**src/rtl/pwm_pkg.sv**
```systemverilog
package pwm_pkg;
  localparam int DATA_W = 32;

  typedef enum logic {
    FLD_HI  = 1'b0,
    FLD_PER = 1'b1
  } fld_e;

  typedef struct packed {
    logic [DATA_W-1:0] hi;
    logic [DATA_W-1:0] per;
  } chan_cfg_t;
endpackage

```
**src/rtl/pwm_regs.sv**
```systemverilog
module pwm_regs
  import pwm_pkg::*;
#(
  parameter int NUM_CH = 4,
  parameter int ADDR_W = 12
) (
  input  logic              clk_i,
  input  logic              rst_ni,
  input  logic              psel_i,
  input  logic              penable_i,
  input  logic              pwrite_i,
  input  logic [ADDR_W-1:0] paddr_i,
  input  logic [DATA_W-1:0] pwdata_i,
  output logic [DATA_W-1:0] prdata_o,
  output chan_cfg_t         cfg_o [NUM_CH]
);
  localparam int NUM_REG = 2 * NUM_CH;
  localparam int IDX_W   = $clog2(NUM_REG);
  localparam int WRD_W   = ADDR_W - 2;

  logic [WRD_W-1:0] word;
  logic [IDX_W-1:0] idx;
  logic             hit;
  logic             wr_en;
  chan_cfg_t        cfg_q [NUM_CH];

  assign word  = paddr_i[ADDR_W-1:2];
  assign hit   = (paddr_i[1:0] == 2'b00) && (word < WRD_W'(NUM_REG));
  assign idx   = word[IDX_W-1:0];
  assign wr_en = psel_i & penable_i & pwrite_i & hit;

  for (genvar c = 0; c < NUM_CH; c++) begin : g_reg
    always_ff @(posedge clk_i or negedge rst_ni) begin
      if (!rst_ni) begin
        cfg_q[c] <= '0;
      end else if (wr_en && idx[IDX_W-1:1] == (IDX_W-1)'(c)) begin
        if (fld_e'(idx[0]) == FLD_PER) cfg_q[c].per <= pwdata_i;
        else                           cfg_q[c].hi  <= pwdata_i;
      end
    end
    assign cfg_o[c] = cfg_q[c];
  end

  always_comb begin
    prdata_o = '0;
    if (psel_i && !pwrite_i && hit) begin
      prdata_o = (fld_e'(idx[0]) == FLD_PER) ? cfg_q[idx[IDX_W-1:1]].per
                                             : cfg_q[idx[IDX_W-1:1]].hi;
    end
  end
endmodule

```
**src/rtl/pwm_chan.sv**
```systemverilog
module pwm_chan
  import pwm_pkg::*;
(
  input  logic      clk_i,
  input  logic      rst_ni,
  input  chan_cfg_t cfg_i,
  output logic      run_o,
  output logic      pwm_o
);
  logic              run_q;
  logic [DATA_W-1:0] cnt_q;
  chan_cfg_t         sh_q;
  logic              wrap;

  assign wrap = (cnt_q == sh_q.per - 1'b1);

  always_ff @(posedge clk_i or negedge rst_ni) begin
    if (!rst_ni) begin
      run_q <= 1'b0;
      cnt_q <= '0;
      sh_q  <= '0;
    end else if (!run_q) begin
      // idle: launch as soon as a nonzero period is present
      if (cfg_i.per != '0) begin
        run_q <= 1'b1;
        cnt_q <= '0;
        sh_q  <= cfg_i;
      end
    end else if (wrap) begin
      cnt_q <= '0;
      sh_q  <= cfg_i;
      run_q <= (cfg_i.per != '0);
    end else begin
      cnt_q <= cnt_q + 1'b1;
    end
  end

  assign run_o = run_q;
  assign pwm_o = !run_q || (cnt_q < sh_q.hi);
endmodule

```
**src/rtl/pwm_ctrl.sv**
```systemverilog
module pwm_ctrl
  import pwm_pkg::*;
#(
  parameter int NUM_CH = 4,
  parameter int ADDR_W = 12
) (
  input  logic              clk_i,
  input  logic              rst_ni,
  input  logic              psel_i,
  input  logic              penable_i,
  input  logic              pwrite_i,
  input  logic [ADDR_W-1:0] paddr_i,
  input  logic [31:0]       pwdata_i,
  output logic [31:0]       prdata_o,
  output logic              pready_o,
  output logic              pslverr_o,
  output logic [NUM_CH-1:0] pwm_o
);
  chan_cfg_t         cfg [NUM_CH];
  logic [NUM_CH-1:0] run_w;

  assign pready_o  = 1'b1;
  assign pslverr_o = 1'b0;

  pwm_regs #(
    .NUM_CH(NUM_CH),
    .ADDR_W(ADDR_W)
  ) u_regs (
    .clk_i    (clk_i),
    .rst_ni   (rst_ni),
    .psel_i   (psel_i),
    .penable_i(penable_i),
    .pwrite_i (pwrite_i),
    .paddr_i  (paddr_i),
    .pwdata_i (pwdata_i),
    .prdata_o (prdata_o),
    .cfg_o    (cfg)
  );

  for (genvar c = 0; c < NUM_CH; c++) begin : g_ch
    pwm_chan u_chan (
      .clk_i (clk_i),
      .rst_ni(rst_ni),
      .cfg_i (cfg[c]),
      .run_o (run_w[c]),
      .pwm_o (pwm_o[c])
    );
  end
endmodule

```
**config.mk**
```make
export PLATFORM = sky130hd
export DESIGN_NAME = pwm_ctrl
export DESIGN_NICKNAME = d
export VERILOG_FILES = /design/src/rtl/pwm_pkg.sv /design/src/rtl/pwm_regs.sv /design/src/rtl/pwm_chan.sv /design/src/rtl/pwm_ctrl.sv
export SDC_FILE = /design/constraint.sdc
export NUM_CORES = 1
export LEC_CHECK = 0
export ABC_AREA = 1
export BUFFER_PORTS_ARGS = -buffer_cell sky130_fd_sc_hd__clkbuf_2
export CORE_ASPECT_RATIO = 1.2
export CORE_UTILIZATION = 45
export CTS_BUF_LIST = sky130_fd_sc_hd__clkbuf_4 sky130_fd_sc_hd__clkbuf_8
export CTS_CLUSTER_SIZE = 20
export DETAILED_ROUTE_END_ITERATION = 16
export HOLD_SLACK_MARGIN = 0.02
export PLACE_DENSITY_LB_ADDON = 0.15
export SETUP_SLACK_MARGIN = 0.02
export SYNTH_ARGS = -nofsm -noshare
export SYNTH_HDL_FRONTEND = slang
export SYNTH_SLANG_ARGS = --single-unit
```
**constraint.sdc**
```tcl
create_clock -name clk_i -period 2.6 [get_ports clk_i]
set_input_delay 0.13 -clock clk_i [delete_from_list [all_inputs] [get_ports clk_i]]
set_output_delay 0.13 -clock clk_i [all_outputs]
set_load 0.05 [all_outputs]
```
==> results.md <==
* Number of synthesized flops with an enable pin at 0
* Crit Path Max Fanout at 2
* Initial antenna violation count at 4
* Starting Density at a little under half
* Final worst path period need at 2710 ps
* Setup Viol. Count Final at between 50 and 60
* Post-synthesis xor/xnor area fraction at 5.31%
* Sw Ratio at between 20% and 30%
* Dominant cells by area after synthesis: dfrtp_1 (42%), nand2_1 (14%), nand3_1 (5.7%)
* Vias in the first global route at between 30000 and 40000
* Core Area at between 80000 and 90000 sq um
* Switching power at ~7.3 mW
* Comb pwr share at approximately 16%
* First-pass GRT wire length at roughly 220000 microns
* Worst-path clk slew at ~70 ps
* Post-synthesis mux area share at 0%
* Yosys top cell area share at about two fifths
* Final WL at roughly 150000 microns
* DR WL/cell at between 20 and 25 microns
* Largest net degree at the start of global routing at a little over 100
* Port Buffer Count at 84
* Initial drt markers at between 3000 and 4000
* Worst hold slack at between 60 and 70 ps
* Max_cap viols at 0
* Worst hold path class: in -> async
* Net Count, Synth at ~5300
* Static leakage at between 20 and 30 nW
* Cell accounting for the most synthesized area: dfrtp_1
* CP startpoint kind: flop
* Mapped Avg Cell Area at between 7 and 8 sq um
* WS Path Type: reg -> out
* Clk sinks at approximately 640
* TritonCTS clock tree: built
* Final instance area at approximately 49000 sq um
* Int Pwr at 17.3 mW
* Total Routing Usage GR at between 30% and 40%
* RSZ-0062 raised after global routing: yes
* Simple-gate share of the synthesized area at approximately a third
* Achievable frequency at about 0.37 GHz
* Fin. max-slew vios at 0
* Status: finished with violations
* Mapped Area at between 30000 and 40000 sq um
* Cts bufs inserted at approximately 110
* CP Capture Type: output port
* Via count at 37600
* Final hold violation count at 0
* Req. time, crit path at roughly 2500 ps
* DP Worst Slack at -183 ps
* Post-Syn Instances at between 5000 and 6000
* First-pass DRT Iterations at 6
* DIE WIDTH at around 270 microns
* Clk root buf: clkbuf_8
* GRT overflow at 0
* Most frequent cells after synthesis: nand2_1 (1457), dfrtp_1 (644), inv_1 (461)
* Top FF cell, synth: dfrtp_1
* DRC viols at 0
* Final core occ at 58.1%
* Area share of fa/ha/maj cells after synthesis at approximately 4.3%
* PnR Total Power at 24.6 mW
* Number of cell rows at about 120
* Io pins at 87
* CTS H-tree lvls at 3
* Post-route ant nets at 0
* Yosys warning total at 0
* PD cells at approximately 500 nW/um^2
* Layout cells sized above 1 at a little under a quarter
* Post-route setup slack at -115 ps
* Skew final at between 50 and 60 ps
* Combinational family with the most area after synthesis: simple AND/OR/NAND/NOR gates
* Post-synth cell types at between 40 and 50
* CTS max path bufs at 3
* Failing checks: setup timing
* Synthesized flop and latch total at between 600 and 700
* Most numerous cell in the Yosys netlist: nand2_1
* Clk pwr share at 41.9%
* Placed instance area at approximately 42000 sq um
* Full die area at 86900 sq um
* Die height at around 320 microns
* Relative slew slack at 54.1%
* Compound-Gate Fraction of Synth Area at a little under 9%
* Reg power frac at between 40% and 50%
* Sequential element share of the synthesized area at 41.8%
* Slew @ Worst Pin at ~690 ps
* Gpl congestion at between 0.9 and 1
* Nets at 5736
* Worst VDD drop at about 0.46 mV
* Via-per-instance ratio at approximately 5.6
* Fraction of registers with async set/reset at between 90% and 100%
* Skew-Pair Late Insertion Delay at 790 ps
* Syn-to-layout area delta at 27.9%
* Post-DP HPWL at ~100000 microns
* Tcrit/Tclk final at 104%
* Crit path DAT at approximately 2600 ps
what timing repair did:
item | CTS | global route
hold endpoints to repair | 900 | 0
hold buffers | 35 | 0
gates cloned | 5 | 42
resized for setup | 116 | 533
endpoints found under the setup margin | 265 | 393
pin swaps | 33 | 174
buffers inserted | 27 | 79
area by class of cell:
cell class,instances,area (sq um)
sequential,644,16200
multi-input combinational,3797,21700
inverter,468,1760
tap,1130,1410
clock buffer,159,2020
timing repair buffer,536,5820
clock inverter,32,392
fill,7770,35600
antenna,3,7.51
worst paths after layout:
path	endpoint	depth (start not counted)	slack [ps]	start
setup / recovery	pwm_o[0]	10	-110	g_ch[0].u_chan.cnt_q[30]$_DFFE_PN0P_
hold / removal	u_regs.cfg_o[141]$_DFFE_PN0P_	3	60	rst_ni
setup reg to reg	g_ch[1].u_chan.sh_q[1]$_DFFE_PN0P_	18	-100	g_ch[1].u_chan.sh_q[2]$_DFFE_PN0P_
hold reg to reg	g_ch[3].u_chan.sh_q[36]$_DFFE_PN0P_	2	510	g_ch[3].u_chan.sh_q[36]$_DFFE_PN0P_
max in group asynchronous	g_ch[0].u_chan.cnt_q[1]$_DFFE_PN0P_	3	1890	rst_ni
min in group clk_i	u_regs.cfg_o[143]$_DFFE_PN0P_	6	200	penable_i
stage by stage:
stage	instances	setup TNS, ps
final	6769	-3770
after detailed placement	6387	-15430
after global routing	6768	-18190
after global placement	6387	-7000
after CTS	6645	-690
after floorplan	5147	0
critical path: stages (launching register included):
cell,delay (ps)
dfrtp_1,390
buf_6,130
ha_4,270
nand2_4,60
nor2_4,80
nand4_1,130
nor4_2,310
nand2_1,100
nand2_2,100
nand2_2,60
buf_8,160
power groups by stage:
stage	registers [mW]	logic [mW]	clock network, mW
floorplan	10.5	1.95	0
global placement	10.6	3.12	0
detailed placement	10.6	3.14	0
CTS	10.3	3.68	10.4
global route	10.4	4.29	10.8
finish	10.3	3.96	10.3
routing by layer:
layer	vias up	GRT usage [%]	wire, microns
met5	-	0	27
met3	384	4.18	8720
li1	17800	-	-
met2	1395	53.1	70000
met4	4	17.7	9490
met1	18000	41.7	60400
cells by family (layout without fill, tap and decap cells):
family                     count (synthesis)  after routing
AOI/OAI and AO/OA                        597            597
xor gates and xnor gates                 234            234
adders and majority gates                132            132
buffers and inverters                    708           1195
DFF                                      644            644
other                                      2              5
and+or+nand+nor                         2830           2832
sequential cells by signal, indices dropped and copies added, names as in the netlist:
name / flops
g_ch.u_chan.run_o: 4
u_regs.cfg_o: 256
g_ch.u_chan.sh_q: 256
g_ch.u_chan.cnt_q: 128
cells in the final DEF, fill, tap and decap left out, drive strengths merged:
cell type,instances
a21oi,72
o21ai,386
diode,3
clkinvlp,2
o21a,1
dlygate4sd3,34
nor3,211
o221ai,37
conb,2
inv,469
nand2,1479
and3,3
a21o,5
nor4,58
nand3b,99
xor2,173
or4,1
ha,132
a31o,1
a211oi,38
dfrtp,644
clkinv,21
nand3,436
nor2,451
o22ai,31
nor3b,1
and2,2
a21bo,4
bufinv,8
or2,5
buf,426
xnor2,61
nand4,86
clkbuf,235
a221oi,4
a22oi,2
o21bai,16
Note: power is estimated with default switching activity, not from simulation.
